`config.mk`:
```
export PLATFORM = sky130hd
export DESIGN_NAME = bist_reg
export DESIGN_NICKNAME = d
export VERILOG_FILES = /design/src/rtl/bist_reg.sv
export SDC_FILE = /design/constraint.sdc
export NUM_CORES = 1
export LEC_CHECK = 0
export CORE_MARGIN = 1
export CORE_UTILIZATION = 40
export CTS_CLUSTER_SIZE = 30
export DETAILED_ROUTE_END_ITERATION = 16
export GPL_ROUTABILITY_DRIVEN = 0
export PLACE_DENSITY = 0.83
export SLEW_MARGIN = 25
export SYNTH_ARGS = -nofsm -noshare
export SYNTH_HDL_FRONTEND = slang
export SYNTH_SLANG_ARGS = --single-unit
```
`constraint.sdc`:
```
create_clock -name clk -period 2.5 [get_ports clk]
set_input_delay 0.25 -clock clk [delete_from_list [all_inputs] [get_ports clk]]
set_output_delay 0.25 -clock clk [all_outputs]
set_load 0.05 [all_outputs]
```
`src/rtl/bist_reg.sv`:
```
module bist_reg #(
  parameter int               WIDTH = 8,
  parameter logic [WIDTH-1:0] TAPS  = 8'h1D,
  parameter logic [WIDTH-1:0] SEED  = '0
) (
  input  logic             clk,
  input  logic             rst,
  input  logic [1:0]       mode,
  input  logic [WIDTH-1:0] par_in,
  input  logic             scan_in,
  output logic [WIDTH-1:0] par_out,
  output logic             scan_out
);
  localparam logic [1:0] M_SCAN = 2'b00;
  localparam logic [1:0] M_SIG  = 2'b01;
  localparam logic [1:0] M_GEN  = 2'b10;
  localparam logic [1:0] M_LOAD = 2'b11;
  localparam logic [WIDTH-1:0] ONE = {{(WIDTH-1){1'b0}}, 1'b1};

  logic [WIDTH-1:0] st, step, d_in, nxt;
  logic             fb;

  assign fb   = st[WIDTH-1];
  assign d_in = (mode == M_SIG) ? par_in : '0;
  assign step[0] = fb ^ d_in[0];

  generate
    for (genvar i = 1; i < WIDTH; i++) begin : g_stage
      if (TAPS[i]) begin : g_tap
        assign step[i] = st[i-1] ^ fb ^ d_in[i];
      end else begin : g_plain
        assign step[i] = st[i-1] ^ d_in[i];
      end
    end
  endgenerate

  always_comb begin
    case (mode)
      M_SCAN:  nxt = {st[WIDTH-2:0], scan_in};
      M_SIG:   nxt = step;
      M_GEN:   nxt = (st == '0) ? ONE : step;
      M_LOAD:  nxt = par_in;
      default: nxt = st;
    endcase
  end

  always_ff @(posedge clk) begin
    if (rst) st <= SEED;
    else     st <= nxt;
  end

  assign par_out  = st;
  assign scan_out = st[WIDTH-1];
endmodule

```
==> results of run 1 <==
[power breakdown]
group	switching (mW)	internal [mW]	total [mW]
sequential	0.0147	0.138	0.152
clock	0.0559	0.0557	0.112
combinational	0.0727	0.0590	0.132
total	0.143	0.252	0.396
[through the flow]
stage / cell area (sq um) / hold WS [ns]
finish: 754 / 0.552
global route: 754 / 0.589
CTS: 754 / 0.554
detailed placement: 732 / 0.539
global placement: 732 / 0.529
floorplan: 541 / 0.322
[cell families after synthesis]
family | Yosys count | share of synthesized area [%]
buf+inv | 7 | 8.10
compound gates | 22 | 30.1
mux | 3 | 6.25
simple gates | 25 | 25.9
flops | 8 | 29.6
[per-layer routing]
| layer | part of all wire (%) | vias up | track usage [%] |
|---|---|---|---|
| li1 | - | 286 | - |
| met1 | 47 | 258 | 23.5 |
| met2 | 44 | 22 | 25.4 |
| met3 | 7.4 | 4 | 12.1 |
| met4 | 1.7 | 0 | 12.9 |
| met5 | 0 | - | 0 |
[cell usage in the layout (no fill, tap or decap), types with 3 or more instances in the layout]
cell	netlist	routed
o221ai_1	3	3
dfxtp_1	8	8
o21ai_0	6	6
nand2_1	4	4
a32oi_1	4	4
clkbuf_4	0	3
clkdlybuf4s50_1	0	21
a311oi_1	3	3
or2_2	3	3
nand2b_1	6	6
a31oi_1	3	3
nand3b_1	3	3
nor2_1	4	4
mux2_2	3	3
[worst min-delay path by stage]
stage	startpoint	endpoint
2_1_floorplan	rst	par_out[1]
3_3_place_gp	par_out[5]	par_out[6]
3_5_place_dp	par_out[6]	par_out[7]
4_1_cts	par_out[6]	par_out[7]
5_1_grt	par_out[6]	par_out[7]
6_report	par_out[6]	par_out[7]
[area by class of cell]
class,instances,area share (%)
clock buffers,3,2.99
inverters,2,0.995
multi-input cells,50,44.6
flip-flops and latches,8,21.2
well taps,14,2.32
repair buffers,21,27.9
==> run metrics, run 1 <==
status=finished, final reports clean; series of cell instances along the critical path=clkdlybuf4s50_1; number of clock buffers inserted by TritonCTS=3; pins over their slew limit=0; RSZ-0062 raised after global routing=no; final layout net count=99; overall power after layout=396 uW; Crit path depth=1; maximum clock path buffer count=2; die height=38.8 um; first-pass iteration count of the detailed router=5; start point of the critical path=par_out[7]; fmax=476 MHz; maximum number of pins on one net before global-route repair=20; CP Capture Point=par_out[7]; number of synthesized register bits=8; Top delay family on crit path=buffers and inverters; startpoint type of the worst setup path=flop; power per cell area=525 nW/um^2; Period Utilization, post-route=84.1%; Synth top area share=29.6%; number of ports placed on the die boundary=22; net count after synthesis=78; clock network latency to the later pin of the worst-skew pair=0.27 ns; skew final=0.00527 ns; number of nets with antenna violations after routing=0; least setup slack across all paths after layout=0.398 ns; FF-to-FF path depth=3; area of the die=1500 sq um; routed length per instance=12.6 um; Detailed Place HPWL=865 um; Die Width=38.8 um; share of cells above drive strength 1=15.5%; pre-CTS setup slack=0.705 ns; number of DRC violations after detailed routing=0; EDFF count, synth=0; Port Buf Inserts=21; cell count after placement=95; number of fillers in the final layout=113; initial antenna violation count=0; DR iter-0 viols=14; CP bufs+invs=1; Row Count=12; dominant cells by area after synthesis=dfxtp_1 (30%), nand2b_1 (6.9%), a32oi_1 (6.5%); Leak=0.258 nW; vias per std cell=5.82; endpoints failing hold=0; actual slew at the worst max-slew pin=0.551 ns; Critical Path RT=2.25 ns; peak supply drop=0.351 mV; via count of the first global-routing pass=396; worst path arrival time=1.85 ns; post-layout utilization of the core=63.6%; total grt overflow=0; endpoints failing setup=0; initial core utilization=45.6%; via count=570; P&R area growth vs syn=39.6%; sort of element at the end of the critical path=output pin; WS Path Type=flop to output pin; register-to-register setup slack=1.08 ns; largest fanout of any net on the critical path=19; Synth top cells by count=dfxtp_1 (8), nand2b_1 (6), o21ai_0 (6); Multi-input gate area=337 sq um; Core Area=1190 sq um; critical register-to-register path startpoint=par_out[7]; slowest stage cell on the critical path=clkdlybuf4s50_1; worst max-slew margin expressed relative to the limit=63.2%; share of synthesized area occupied by flip-flops and latches=29.6%; first-pass GRT wire length=1830 um; delay of the slowest critical-path stage=0.91 ns; number of warnings issued by yosys=0; Post-Route Setup TNS=0 ns; clock tree root buffer cell=clkbuf_4; shortest clock period the worst path allows after layout=2.10 ns; Largest register FFs=8; post-CTS sizing=0; H-tree depth=1; clk sinks=8; WL final=1240 um; max-capacitance violation count=0; post-route non-filler standard cell count=98; hold buffer count at cts=0; critical register-to-register path endpoint=par_out[4]; number of distinct library cells after synthesis=25; clock-pin slew reported for the worst setup and hold paths after clock tree synthesis=0.06 ns; count leader, synth=dfxtp_1; total inserted antenna cells=0; top flip-flop cell by instance count after synthesis=dfxtp_1; Min-Delay Path Class=flop to flop; GRT Resource Usage Total=19.7%; average footprint of a synthesized cell=8.32 sq um; post-synthesis instance total=65; FF+latch area=160 sq um; number of cells traversed by the worst hold path=2; CTS tree=yes; cell type contributing the most total cell area after synthesis=dfxtp_1; Post-CTS Setup Repair Bufs=0; post-synthesis cell area=541 sq um; share of synthesized registers carrying an async set or reset=0%
No activity file was read; power rests on OpenSTA's default activity.
==> inputs of run 2 (changes only) <==
Clock period 2.5 ns to 1.99 ns, I/O delays scaled along.
==> run metrics, run 2 (synthesis results as in run 1) <==
share of cells above drive strength 1=18.8% (+3.3 points); post-route non-filler standard cell count=99 (+1.0%); slowest stage cell on the critical path=clkdlybuf4s50_1; minimum hold slack=0.551 ns (-0.000508 ns); CP bufs+invs=1 (unchanged); Period Utilization, post-route=85.4%; Post-CTS Setup Repair Bufs=0 (unchanged); die height=38.8 um (unchanged); maximum clock path buffer count=2 (unchanged); Largest register FFs=8 (unchanged); number of DRC violations after detailed routing=0 (unchanged); clock-pin slew reported for the worst setup and hold paths after clock tree synthesis=0.06 ns (about the same); Post-Route Setup TNS=0 ns (unchanged); first-pass iteration count of the detailed router=4 (-1); initial antenna violation count=0 (unchanged); shortest clock period the worst path allows after layout=1.70 ns; fmax=589 MHz; grt peak-use layer=met2; total grt overflow=0 (unchanged); initial core utilization=45.6% (unchanged); status=finished, final reports clean; overall power after layout=487 uW (+23%); sort of element at the end of the critical path=output pin; clk sinks=8 (unchanged); largest fanout of any net on the critical path=5 (-14); P&R area growth vs syn=40.0%; Leak=0.266 nW (+3.2%); pins over their slew limit=0 (unchanged); final layout net count=100 (+1.0%); met3 track demand over resource=10.4% (-1.7 points); endpoints failing setup=0 (unchanged); clock tree root buffer cell=clkbuf_4; pre-CTS setup slack=0.296 ns (-0.409 ns); via count of the first global-routing pass=457 (+15%); worst path arrival time=1.50 ns (-0.35 ns); H-tree depth=1 (unchanged); number of clock buffers inserted by TritonCTS=3 (unchanged); hold buffer count at cts=0 (unchanged); Die Width=38.8 um (unchanged); met2 global-route usage=30.0% (+4.6 points); RSZ-0062 raised after global routing=no; maximum number of pins on one net before global-route repair=20 (unchanged); cell count after placement=96 (+1.1%); GRT Resource Usage Total=19.9% (+0.19 points); Detailed Place HPWL=895 um (+3.5%); WL final=1270 um (+3.0%); Min-Delay Path Class=flop to flop; Core Area=1190 sq um (unchanged); Top delay family on crit path=buffers and inverters; actual slew at the worst max-slew pin=0.573 ns (+0.0218 ns); Critical Path RT=1.79 ns (-0.46 ns); number of fillers in the final layout=116 (+2.7%); max-capacitance violation count=0 (unchanged); number of nets with antenna violations after routing=0 (unchanged); commonest non-fill, non-tap cell in the layout=clkdlybuf4s50_1; WS Path Type=flop to output pin; endpoints failing hold=0 (unchanged); peak supply drop=0.340 mV (-3.3%); startpoint type of the worst setup path=flop; power per cell area=644 nW/um^2 (+23%); Multi-input gate area=337 sq um (unchanged); area of the die=1500 sq um (unchanged); vias per std cell=5.78 (-0.66%); post-CTS sizing=0 (unchanged); worst max-slew margin expressed relative to the limit=61.7% (-1.5 points); DR iter-0 viols=9 (-5); FF+latch area=160 sq um (unchanged); met1 Usage GRT=24.4% (+0.88 points); skew final=0.00976 ns (+0.00449 ns); least setup slack across all paths after layout=0.291 ns (-0.107 ns); total inserted antenna cells=0 (unchanged); delay of the slowest critical-path stage=0.83 ns (-0.08 ns); series of cell instances along the critical path=clkdlybuf4s50_1; number of ports placed on the die boundary=22 (unchanged); Row Count=12 (unchanged); clock network latency to the later pin of the worst-skew pair=0.26 ns (about the same); first-pass GRT wire length=2010 um (+9.8%); commonest cells after routing, fill and taps aside=clkdlybuf4s50_1 (19), dfxtp_1 (8), nand2b_1 (6), o21ai_0 (6); CTS tree=yes; routed length per instance=12.9 um (+2.0%); Port Buf Inserts=21 (unchanged); via count=572 (+0.35%)
==> run 2: cell types whose count changed in the layout (fill, tap and decap cells not counted) <==
cell | previous run | this run
buf_4 | 0 | 3
clkdlybuf4s50_1 | 21 | 19
==> run 2: where the power goes <==
group	switching, mW	total (mW)	internal (mW)
registers	0.0191	0.192	0.173
clock network	0.0605	0.130	0.0694
logic	0.0906	0.165	0.0745
total	0.170	0.487	0.317
==> run 2: through the flow <==
step,util (%),area [sq um]
2_1_floorplan,-,541
3_3_place_gp,61.9,734
3_5_place_dp,61.9,734
4_1_cts,63.8,757
5_1_grt,63.8,757
6_report,63.8,757
==> run 2: routing by layer <==
metal	part of all wire, %	vias up
met1	47	259
met2	45	20
met5	0	-
met3	6.4	2
met4	1.1	0
li1	-	291
==> run 2: cell type report <==
class | count | share of cell area, %
tap | 14 | 2.31
multi-input combinational | 50 | 44.5
timing repair buffer | 22 | 28.1
sequential | 8 | 21.2
inverter | 2 | 0.992
clock buffer | 3 | 2.98
==> run 2: final timing paths <==
| path | endpoint | cells after the start | slack (ns) | start |
|---|---|---|---|---|
| max | par_out[2] | 1 | 0.29 | par_out[2] |
| min | par_out[2] | 1 | 0.55 | par_out[1] |
| max reg2reg | par_out[2] | 3 | 0.61 | par_out[7] |
| min reg2reg | par_out[2] | 1 | 0.55 | par_out[1] |
==> run 2: worst register-to-register path, stage by stage (launching register included) <==
cell and delay [ns]:
dfxtp_1 0.68, nor2_2 0.09, mux2_2 0.28, a311oi_1 0.25
